## src/rtl/ecam_cfg_decoder.sv

```systemverilog
module ecam_cfg_decoder #(
  parameter int BUS_W = 8,
  parameter int DEVFN_W = 8,
  parameter int REG_W = 12,
  parameter int DATA_W = 32,
  parameter logic [2:0] ECAM_SIZE = 3'd7,
  parameter int TIMEOUT_CYC = 1024,
  localparam int ADDR_W = BUS_W + DEVFN_W + REG_W,
  localparam int CNT_W = $clog2(TIMEOUT_CYC + 1)
) (
  input  logic              clk,
  input  logic              rst_n,
  input  logic              req_valid,
  output logic              req_ready,
  input  logic [BUS_W-1:0]  req_bus,
  input  logic [DEVFN_W-1:0] req_devfn,
  input  logic [REG_W-1:0]  req_reg,
  input  logic              req_write,
  input  logic [DATA_W-1:0] req_wdata,
  input  logic [BUS_W-1:0]  req_primary,
  input  logic [BUS_W-1:0]  root_bus,
  input  logic              link_up,
  input  logic              bridge_en,
  output logic              fwd_valid,
  output logic [ADDR_W-1:0] fwd_addr,
  output logic              fwd_write,
  output logic [DATA_W-1:0] fwd_wdata,
  input  logic              cpl_valid,
  input  logic [DATA_W-1:0] cpl_rdata,
  output logic              rsp_valid,
  output logic              rsp_reject,
  output logic [ADDR_W-1:0] rsp_addr,
  output logic [DATA_W-1:0] rsp_rdata,
  output logic              timeout_evt,
  output logic [31:0]       bridge_info
);

  typedef enum logic [1:0] {S_IDLE, S_WAIT, S_RESP} state_t;
  state_t state;
  logic [CNT_W-1:0] cnt;

  wire fire     = req_valid && req_ready;
  wire on_root  = req_bus == root_bus;
  wire beyond   = req_bus > BUS_W'(ECAM_SIZE);
  wire down_blk = !on_root && (!link_up || !bridge_en);
  wire fn_blk   = (on_root || req_primary == root_bus) && (req_devfn != '0);
  wire refuse   = beyond || down_blk || fn_blk;

  assign req_ready   = state == S_IDLE;
  assign bridge_info = {13'd0, ECAM_SIZE, 16'd0};

  always_ff @(posedge clk) begin
    if (!rst_n) begin
      state       <= S_IDLE;
      cnt         <= '0;
      fwd_valid   <= 1'b0;
      fwd_addr    <= '0;
      fwd_write   <= 1'b0;
      fwd_wdata   <= '0;
      rsp_valid   <= 1'b0;
      rsp_reject  <= 1'b0;
      rsp_addr    <= '0;
      rsp_rdata   <= '0;
      timeout_evt <= 1'b0;
    end else begin
      fwd_valid   <= 1'b0;
      rsp_valid   <= 1'b0;
      timeout_evt <= 1'b0;
      case (state)
        S_IDLE: if (fire) begin
          if (refuse) begin
            state      <= S_RESP;
            rsp_valid  <= 1'b1;
            rsp_reject <= 1'b1;
            rsp_rdata  <= '1;
            rsp_addr   <= '0;
          end else begin
            state     <= S_WAIT;
            fwd_valid <= 1'b1;
            fwd_addr  <= {req_bus, req_devfn, req_reg};
            fwd_write <= req_write;
            fwd_wdata <= req_wdata;
            cnt       <= '0;
          end
        end
        S_WAIT: begin
          if (cpl_valid) begin
            state      <= S_RESP;
            rsp_valid  <= 1'b1;
            rsp_reject <= 1'b0;
            rsp_rdata  <= cpl_rdata;
            rsp_addr   <= fwd_addr;
          end else if (cnt == CNT_W'(TIMEOUT_CYC - 1)) begin
            state       <= S_RESP;
            rsp_valid   <= 1'b1;
            rsp_reject  <= 1'b1;
            rsp_rdata   <= '1;
            rsp_addr    <= fwd_addr;
            timeout_evt <= 1'b1;
          end else begin
            cnt <= cnt + 1'b1;
          end
        end
        default: state <= S_IDLE;
      endcase
    end
  end

endmodule

```

## config.mk

```make
export PLATFORM = sky130hd
export DESIGN_NAME = ecam_cfg_decoder
export DESIGN_NICKNAME = d
export VERILOG_FILES = /design/src/rtl/ecam_cfg_decoder.sv
export SDC_FILE = /design/constraint.sdc
export NUM_CORES = 1
export LEC_CHECK = 0
export BUFFER_PORTS_ARGS = -buffer_cell sky130_fd_sc_hd__buf_4
export CELL_PAD_IN_SITES_DETAIL_PLACEMENT = 0
export CELL_PAD_IN_SITES_GLOBAL_PLACEMENT = 2
export CORE_MARGIN = 5
export CORE_UTILIZATION = 26
export CTS_BUF_LIST = sky130_fd_sc_hd__clkbuf_8 sky130_fd_sc_hd__clkbuf_16
export DETAILED_ROUTE_END_ITERATION = 10
export PLACE_DENSITY = 0.83
export SLEW_MARGIN = 0
export SYNTH_ARGS = -nofsm -noshare
export SYNTH_HDL_FRONTEND = slang
export SYNTH_SLANG_ARGS = --single-unit
```

## constraint.sdc

```tcl
create_clock -name clk -period 2.9 [get_ports clk]
set_clock_uncertainty 0.2 [all_clocks]
set_input_delay 0.58 -clock clk [delete_from_list [all_inputs] [get_ports clk]]
set_output_delay 0.58 -clock clk [all_outputs]
set_load 0.05 [all_outputs]
```

==> qor.csv, run 1 <==
stage;metric;value;unit
clock_network;cts_tree;done;
synth;syn_area;0.006251;mm2
detailed_routing;postRouteAntennaNets;0;
clock_network;cts_root_buf;clkbuf_16;
cells_and_area;antenna_cells;0;
power_and_ir_drop;seq_power_share;0.381;
floorplan;die_h;165.1;um
grt;grt_use_total;0.1424;
timing;fin_setup_tns;0;ns
timing;setup_viol_count_final;0;
grt;grt_max_degree;76;
power_and_ir_drop;total_power;5.169;mW
worst_setup_path;cp.arrival;2.48;ns
cells_and_area;final_common_cell;buf_4;
synth;synth_compound_area_frac;0.1643;
timing;slew_headroom;0.6297;
clock_network;cts.htree.levels;4;
grt;grt_pass1_vias;5669;
power_and_ir_drop;leakage;3.683;nW
min_path;hp-start;req_reg[2];
timing;finalMaxSlewViolations;0;
grt;grt_pass1_wl;30.88;mm
worst_setup_path;cp-start-kind;register;
grt;antenna_found_initial;0;
worst_setup_path;required;2.96;ns
floorplan;coreArea;0.02354;mm2
power_and_ir_drop;swShare;0.2560;
floorplan;chipWidth;165.1;um
cells_and_area;fill_cells;2454;
worst_setup_path;r2r_setup_slack;0.48;ns
cells_and_area;multi_input_area;0.003084;mm2
synth;synth_xor_area_frac;0.02242;
worst_setup_path;crit_fanout;23;
synth;ys_ff_latch;138;
clock_network;cts_hold_buffers;0;
synth;synth_cells;728;
worst_setup_path;crit_type;register to register;
timing;hold_viol_final;0;
placed_design;postPlaceCellArea;0.008245;mm2
worst_setup_path;reg2reg_depth;7;
worst_setup_path;r2r-start;cnt[0];
power_and_ir_drop;pwr-share-clk;0.493;
clock_network;clk_pin_slew;0.06;ns
synth;muxShareOfSynthArea;0.09127;
timing;fin_crit_sh;0.8338;
power_and_ir_drop;p_comb_frac;0.126;
timing;rsz0062_at_grt;no;
detailed_routing;drc;0;
timing;max_freq;413.6;MHz
power_and_ir_drop;p_switching;1.323;mW
synth;synthAdderAreaFrac;0.002002;
worst_setup_path;r2r-end;rsp_addr[2];
floorplan;pin_count;273;
cells_and_area;nets;1059;
timing;holdWs;0.2207;ns
cells_and_area;mostFrequentLayoutCells;buf_4 (250), nand2_1 (152), dfxtp_1 (138);
grt;gr-total-overflow;0;
floorplan;num_rows;56;
detailed_routing;vias_per_cell;4.485;
timing;min_period;2.418;ns
status;status;complete, no violations;
clock_network;cts_made_buffers;17;
synth;synth-simple-area-share;0.1914;
power_and_ir_drop;ir_worst_vdd;0.0003476;V
clock_network;post_cts_buffers;0;
min_path;hold_depth;3;
run;cap_viol_max_count;0;
min_path;hp-class;input pin to register;
detailed_routing;vias;5718;
timing;worst_slew_pin_slew;0.5555;ns
synth;synth_top_family_by_area;simple AND/OR/NAND/NOR gates;
detailed_routing;wire_per_inst;15.75;um
placed_design;dp_hpwl;14.15;mm
detailed_routing;drt_wl_total;20.08;mm
floorplan;die-area;0.02724;mm2
detailed_routing;first_pass_iters;4;
cells_and_area;seq_area;0.002763;mm2
power_and_ir_drop;internal_power;3.845;mW
power_and_ir_drop;p_per_area;578.4;mW/mm2
synth;synth.distinct_cells;43;
clock_network;clk_latency;0.41;ns
floorplan;start_util;0.2655;
synth;ys_warn_count;0;
placed_design;gp_congestion;0.7294;
worst_setup_path;worstSetupEndpointType;register;
cells_and_area;syn_to_final_growth;42.95;%
min_path;worstHoldEndpoint;fwd_addr[2];
cells_and_area;design_area;0.008936;mm2
synth;syn_area_per_cell;8.587;um2
clock_network;cts.sinks;138;
placed_design;port_buffers;240;
cells_and_area;drive_above_1_share;0.3075;
clock_network;cts_buffer_depth;2;
clock_network;cts.repair.resized;0;
detailed_routing;drtIter0Drc;213;
synth;synth_seq_area_share;0.4420;
## routing by layer
| layer | track usage | part of all wire | up-vias |
|---|---|---|---|
| met5 | 0 | 0 | - |
| met4 | 0.03403 | 0.0076 | 0 |
| met2 | 0.2352 | 0.48 | 156 |
| met3 | 0.06056 | 0.096 | 11 |
| li1 | - | - | 2910 |
| met1 | 0.1719 | 0.42 | 2641 |
## worst max-delay path by stage
stage | startpoint | end | slack [ns] | cells after the start
floorplan | state[1] | fwd_addr[0] | 0.35 | 8
global placement | req_bus[4] | fwd_wdata[4] | 0.27 | 7
detailed placement | req_bus[4] | fwd_wdata[20] | 0.25 | 7
CTS | cnt[0] | rsp_addr[2] | 0.49 | 7
global route | cnt[0] | rsp_addr[8] | 0.32 | 7
finish | cnt[0] | rsp_addr[2] | 0.48 | 7
## synth_stat cells, drive strengths merged
master,number,area (um2)
nand3b,1,7.510
o41ai,2,36.29
o221ai,23,201.4
mux2i,57,570.6
o211ai,6,45.04
a31oi,2,12.51
a211oi,1,7.510
o21a,33,247.7
nand3,15,80.08
or3,29,181.4
xnor2,16,140.1
o21ai,39,195.2
o2111ai,1,8.760
inv,3,11.26
a21oi,35,175.2
dfxtp,138,2763
o2bb2a,1,10.01
or4,3,22.52
nor3,1,5.000
o311a,1,10.01
and3,6,37.54
clkbuf,41,153.9
nor4,6,37.54
a211o,2,17.52
o41a,1,11.26
or2,1,6.260
a41o,3,30.03
nor2,37,138.9
nand2,153,574.3
nand4,8,50.05
nand2b,1,6.260
and2,4,25.02
buf,49,369.1
nor4b,2,17.52
o22ai,3,18.77
ha,1,12.51
nor2b,1,6.260
conb,2,7.510
## sequential cells by signal (all words and copies together), names as in the netlist
register	cells
rsp_valid	1
fwd_write	1
cnt	11
rsp_rdata	32
rsp_addr	28
state	2
fwd_wdata	32
fwd_valid	1
rsp_reject	1
fwd_addr	28
timeout_evt	1
## metrics by stage
step | cells | utilization | setup WS, ns
2_1_floorplan | 758 | - | 0.3521
3_3_place_gp | 1243 | 0.3502 | 0.2718
3_5_place_dp | 1243 | 0.3502 | 0.2529
4_1_cts | 1275 | 0.3796 | 0.4911
5_1_grt | 1275 | 0.3796 | 0.3151
6_report | 1275 | 0.3796 | 0.4821
## critical path, cell delays in order (launching register included)
cell,delay (ns)
dfxtp_1,0.37
ha_1,0.23
nand3_2,0.16
o41ai_4,0.57
and2_1,0.21
buf_4,0.26
or3_1,0.15
o221ai_1,0.10
## logic make-up (layout without fill, tap and decap cells)
| group | after synthesis | after routing |
|---|---|---|
| other | 2 | 32 |
| AOI/OAI and AO/OA | 153 | 153 |
| adders and majority gates | 1 | 1 |
| and+or+nand+nor | 268 | 268 |
| buffers and inverters | 93 | 291 |
| xor gates and xnor gates | 16 | 16 |
| DFF | 138 | 138 |
| muxes | 57 | 57 |
## area by class of cell
class                           count  area share
Tap cell                          319     0.04467
Timing Repair Buffer              256      0.2225
Sequential cell                   138      0.3092
Multi-Input combinational cell    527      0.3451
Clock inverter                     13     0.02660
Inverter                            3    0.001260
Clock buffer                       19     0.05069
## power groups by stage
stage | clock [mW] | combinational (mW) | sequential [mW]
finish | 2.55 | 0.650 | 1.97
global route | 2.71 | 0.697 | 1.97
CTS | 2.63 | 0.655 | 1.97
detailed placement | 0 | 0.654 | 2.01
global placement | 0 | 0.653 | 2.01
floorplan | 0 | 0.300 | 2.15
(Power assumes the default switching activity.)
==> run 2, diff against run 1 <==
==> constraint.sdc (replaced) <==
create_clock -name clk -period 2.4 [get_ports clk]
set_clock_uncertainty 0.2 [all_clocks]
set_input_delay 0.48 -clock clk [delete_from_list [all_inputs] [get_ports clk]]
set_output_delay 0.48 -clock clk [all_outputs]
set_load 0.05 [all_outputs]
==> qor.csv, run 2 (synthesized netlist as in run 1, its figures left out) <==
stage;metric;value;unit;change
power_and_ir_drop;leakage;3.703;nW;+0.55%
cells_and_area;antenna_cells;0;;unchanged
cells_and_area;mostFrequentLayoutCells;buf_4 (255), nand2_1 (152), dfxtp_1 (138);;
timing;fin_crit_sh;0.9047;;+0.07098
clock_network;cts.sinks;138;;unchanged
grt;gr-total-overflow;0;;unchanged
power_and_ir_drop;p_per_area;656.4;mW/mm2;+13%
grt;grt_max_degree;79;;+3.9%
worst_setup_path;r2r-end;rsp_valid;;
cells_and_area;design_area;0.008970;mm2;+0.38%
worst_setup_path;crit_fanout;5;;-78%
worst_setup_path;r2r-start;cnt[0];;
detailed_routing;drtIter0Drc;244;;+15%
placed_design;dp_hpwl;14.29;mm;+1.0%
clock_network;cts_hold_buffers;0;;unchanged
clock_network;cts.htree.levels;4;;unchanged
grt;antenna_found_initial;0;;unchanged
worst_setup_path;reg2reg_depth;6;;-1
worst_setup_path;required;2.49;ns;-0.47 ns
grt;grt_pass1_vias;5701;;+0.56%
detailed_routing;vias;5786;;+1.2%
cells_and_area;seq_area;0.002763;mm2;unchanged
floorplan;die_h;165.1;um;unchanged
worst_setup_path;critPathLaunch;cnt[0];;
worst_setup_path;cp.arrival;2.26;ns;-0.22 ns
cells_and_area;multi_input_area;0.003090;mm2;+0.20%
worst_setup_path;cp-start-kind;register;;
status;status;complete, no violations;;
power_and_ir_drop;p_switching;1.591;mW;+20%
min_path;hp-class;input pin to register;;
clock_network;clk_pin_slew;0.06;ns;about the same
power_and_ir_drop;pwr-share-clk;0.462;;-0.031
placed_design;port_buffers;240;;unchanged
worst_setup_path;crit_type;register to register;;
min_path;hold_depth;3;;unchanged
cells_and_area;fill_cells;2458;;+0.16%
clock_network;post_cts_buffers;0;;unchanged
detailed_routing;first_pass_iters;4;;unchanged
timing;holdWs;0.1191;ns;-0.1016 ns
detailed_routing;postRouteAntennaNets;0;;unchanged
clock_network;cts_buffer_depth;2;;unchanged
power_and_ir_drop;p_comb_frac;0.134;;+0.008
floorplan;coreArea;0.02354;mm2;unchanged
worst_setup_path;crit_end;rsp_valid;;
worst_setup_path;worstSetupEndpointType;register;;
clock_network;cts_made_buffers;17;;unchanged
cells_and_area;drive_above_1_share;0.3171;;+0.009567
worst_setup_path;r2r_setup_slack;0.23;ns;-0.25 ns
clock_network;cts_tree;done;;
power_and_ir_drop;internal_power;4.297;mW;+12%
grt;grt_use_total;0.1413;;-0.001115
timing;finalMaxSlewViolations;0;;unchanged
cells_and_area;nets;1068;;+0.85%
power_and_ir_drop;ir_worst_vdd;0.0004029;V;+16%
cells_and_area;reg_top3;fwd_wdata (32), rsp_rdata (32);;
detailed_routing;vias_per_cell;4.506;;+0.48%
run;cap_viol_max_count;0;;unchanged
timing;setup_viol_count_final;0;;unchanged
floorplan;pin_count;273;;unchanged
clock_network;clk_latency;0.41;ns;about the same
placed_design;postPlaceCellArea;0.008353;mm2;+1.3%
timing;hold_viol_final;0;;unchanged
power_and_ir_drop;seq_power_share;0.404;;+0.023
detailed_routing;drc;0;;unchanged
clock_network;cts_root_buf;clkbuf_16;;
cells_and_area;syn_to_final_growth;43.49;%;
floorplan;chipWidth;165.1;um;unchanged
detailed_routing;wire_per_inst;15.55;um;-1.3%
timing;min_period;2.171;ns;-0.2465 ns
cells_and_area;final_common_cell;buf_4;;
detailed_routing;drt_wl_total;19.96;mm;-0.61%
timing;max_freq;460.5;MHz;+11%
power_and_ir_drop;swShare;0.2703;;+0.01423
placed_design;gp_congestion;0.7730;;+6.0%
grt;grt_pass1_wl;30.73;mm;-0.49%
floorplan;start_util;0.2655;;unchanged
timing;rsz0062_at_grt;no;;
floorplan;die-area;0.02724;mm2;unchanged
floorplan;num_rows;56;;unchanged
-- run 2: power by group through the flow --
stage,clock (mW),combinational [mW],sequential [mW]
after floorplan,0,0.363,2.60
after global placement,0,0.793,2.43
after detailed placement,0,0.793,2.43
after CTS,2.82,0.795,2.38
after global routing,2.94,0.846,2.39
final,2.72,0.786,2.38
-- run 2: worst min-delay path by stage --
| stage | to | start |
|---|---|---|
| 5_1_grt | fwd_addr[5] | req_reg[5] |
| 3_5_place_dp | fwd_wdata[9] | fwd_wdata[9] |
| 3_3_place_gp | fwd_wdata[25] | fwd_wdata[25] |
| 2_1_floorplan | timeout_evt | cnt[10] |
| 4_1_cts | fwd_wdata[9] | req_wdata[9] |
| 6_report | fwd_wdata[9] | req_wdata[9] |
-- run 2: timing repair --
action,4_1_cts,5_1_grt
hold endpoints to repair,0,0
setup endpoints to repair,0,29
resized for setup,0,3
-- run 2: through the flow --
step	util	instances	power [mW]	setup WS, ns	setup TNS (ns)
2_1_floorplan	-	758	2.960	0.1112	0
3_3_place_gp	0.3548	1252	3.222	-0.03435	-1.028
3_5_place_dp	0.3548	1252	3.223	-0.05976	-1.043
4_1_cts	0.3807	1284	5.994	0.1065	0
5_1_grt	0.3810	1284	6.173	0.01218	0
6_report	0.3810	1284	5.888	0.2286	0
-- run 2: routing by layer --
layer  up-vias  GRT usage  wire [um]
met5         -          0          0
met4         0    0.04045        276
met3        18    0.05237       1644
met2       160     0.2309       9589
met1      2672     0.1746       8450
li1       2936          -          -
-- run 2: layout make-up --
| type | count | share of cell area |
|---|---|---|
| Multi-Input combinational cell | 527 | 0.3445 |
| Sequential cell | 138 | 0.3080 |
| Timing Repair Buffer | 265 | 0.2338 |
| Clock buffer | 18 | 0.04896 |
| Tap cell | 319 | 0.04450 |
| Clock inverter | 14 | 0.01897 |
| Inverter | 3 | 0.001255 |
-- run 2: critical path, stage by stage (launching register included) --
cell and delay, ns:
dfxtp_1 0.37, ha_2 0.23, nand3_2 0.15, o41ai_4 0.38
and2_2 0.27, nor2_1 0.08, nor4b_1 0.36
==> run 3, diff against run 2 <==
--- a/config.mk
+++ b/config.mk
@@ -5,13 +5,14 @@
 export SDC_FILE = /design/constraint.sdc
 export NUM_CORES = 1
 export LEC_CHECK = 0
-export BUFFER_PORTS_ARGS = -buffer_cell sky130_fd_sc_hd__buf_4
 export CELL_PAD_IN_SITES_DETAIL_PLACEMENT = 0
 export CELL_PAD_IN_SITES_GLOBAL_PLACEMENT = 2
 export CORE_MARGIN = 5
-export CORE_UTILIZATION = 26
+export CORE_UTILIZATION = 35
 export CTS_BUF_LIST = sky130_fd_sc_hd__clkbuf_8 sky130_fd_sc_hd__clkbuf_16
+export CTS_CLUSTER_SIZE = 20
 export DETAILED_ROUTE_END_ITERATION = 10
+export DONT_BUFFER_PORTS = 1
 export PLACE_DENSITY = 0.83
 export SLEW_MARGIN = 0
 export SYNTH_ARGS = -nofsm -noshare
==> qor.csv, run 3 (synthesized netlist as in run 1, its figures left out) <==
stage;metric;value;unit;change
status;status;complete, no violations;;
detailed_routing;drc;0;;unchanged
worst_setup_path;crit_type;register to register;;
floorplan;pin_count;273;;unchanged
cells_and_area;design_area;0.007196;mm2;-20%
timing;rsz0062_at_grt;no;;
placed_design;dp_hpwl;11.93;mm;-17%
clock_network;post_cts_buffers;0;;unchanged
timing;slew_headroom;0.5737;;
timing;fin_setup_tns;0;ns;unchanged
floorplan;coreArea;0.01742;mm2;-26%
timing;worst_slew_pin_slew;0.6386;ns;
cells_and_area;final_common_cell;nand2_1;;
floorplan;num_rows;48;;-14%
grt;grt_pass1_vias;5139;;-9.9%
floorplan;die-area;0.02063;mm2;-24%
clock_network;cts_tree;done;;
clock_network;cts.sinks;138;;unchanged
floorplan;chipWidth;143.6;um;-13%
detailed_routing;postRouteAntennaNets;0;;unchanged
detailed_routing;wire_per_inst;17.83;um;+15%
run;cap_viol_max_count;0;;unchanged
detailed_routing;drt_wl_total;17.28;mm;-13%
detailed_routing;drtIter0Drc;312;;+28%
timing;setup_viol_count_final;0;;unchanged
detailed_routing;vias_per_cell;5.286;;+17%
clock_network;clk_latency;0.41;ns;about the same
floorplan;die_h;143.6;um;-13%
timing;finalMaxSlewViolations;0;;unchanged
grt;antenna_found_initial;1;;+1
min_path;hp-class;input pin to register;;
placed_design;postPlaceCellArea;0.006310;mm2;-24%
power_and_ir_drop;p_per_area;760.2;mW/mm2;+16%
floorplan;start_util;0.3589;;+0.09339
power_and_ir_drop;ir_worst_vdd;0.0004549;V;+13%
placed_design;port_buffers;0;;-100%
clock_network;cts.htree.levels;4;;unchanged
worst_setup_path;worstSetupEndpointType;register;;
placed_design;gp_congestion;0.7831;;+1.3%
grt;grt_use_total;0.1624;;+0.02110
timing;hold_viol_final;0;;unchanged
grt;gr-total-overflow;0;;unchanged
timing;setup_slack;0.2007;ns;-0.02790 ns
clock_network;clk_pin_slew;0.06;ns;about the same
worst_setup_path;cp-start-kind;register;;
detailed_routing;vias;5122;;-11%
grt;grt_max_degree;202;;+160%
worst_setup_path;crit_fanout;18;;+13
cells_and_area;reg_top3;fwd_wdata (32), rsp_rdata (32);;
worst_setup_path;required;2.48;ns;about the same
cells_and_area;nets;847;;-21%
clock_network;cts_root_buf;clkbuf_16;;
clock_network;cts_buffer_depth;2;;unchanged
cells_and_area;syn_to_final_growth;15.11;%;
placed_design;place_ws;-0.07748;ns;-0.01773 ns
grt;grt_pass1_wl;26.64;mm;-13%
power_and_ir_drop;total_power;5.470;mW;-7.1%
worst_setup_path;cp.arrival;2.28;ns;+0.02 ns
cells_and_area;mostFrequentLayoutCells;nand2_1 (152), dfxtp_1 (138), mux2i_1 (57);;
timing;min_period;2.199;ns;+0.02790 ns
power_and_ir_drop;leakage;2.533;nW;-32%
detailed_routing;first_pass_iters;4;;unchanged
timing;max_freq;454.7;MHz;-1.3%
cells_and_area;drive_above_1_share;0.06999;;-0.2471
timing;fin_crit_sh;0.9164;;+0.01163
clock_network;cts_made_buffers;17;;unchanged
[run 3: power by group]
part           total (mW)  internal, mW  switching (mW)
Clock                2.54          1.56           0.983
Combinational       0.362         0.137           0.224
Sequential           2.57          2.34           0.223
[run 3: worst max-delay path: stages (launching register included)]
cell      delay, ns
dfxtp_1        0.37
ha_1           0.23
nand3_2        0.16
o41ai_4        0.38
and2_1         0.22
buf_4          0.24
or3_1          0.15
o221ai_1       0.10
[run 3: path summary, 6_finish.rpt]
| kind | from | endpoint | slack [ns] | cells past startpoint |
|---|---|---|---|---|
| hold / removal | req_bus[1] | fwd_addr[21] | 0.02 | 2 |
| setup reg to reg | cnt[0] | rsp_addr[7] | 0.20 | 7 |
| hold reg to reg | cnt[1] | cnt[1] | 0.29 | 2 |
| setup / recovery | cnt[0] | rsp_addr[7] | 0.20 | 7 |
[run 3: area by class of cell]
cell class | count | area (um2)
inverter | 3 | 11.26
fill | 1742 | 10220
tap | 225 | 281.5
multi-input combinational | 527 | 3087
timing repair buffer | 44 | 467.9
antenna | 1 | 2.502
sequential | 138 | 2763
clock buffer | 22 | 494.2
clock inverter | 9 | 88.84
[run 3: metal layers]
layer | up-vias | GRT usage | routed length (um)
met2 | 206 | 0.2779 | 8571
met4 | 0 | 0.06293 | 396
met3 | 22 | 0.07654 | 1906
li1 | 2481 | - | -
met5 | - | 0 | 0
met1 | 2413 | 0.1742 | 6405
[run 3: what timing repair did]
action / 4_1_cts / 5_1_grt
hold endpoints to repair: 29 / 1
gates resized for setup: 0 / 0
endpoints found under the setup margin: 0 / 0
hold buffers: 29 / 1
[run 3: stage by stage]
step	std cells	hold slack, ns	util
floorplan	758	0.2566	-
global placement	907	0.2754	0.3623
detailed placement	907	0.2869	0.3623
CTS	967	0.001668	0.4124
global route	969	0.005310	0.4131
finish	969	0.02010	0.4131
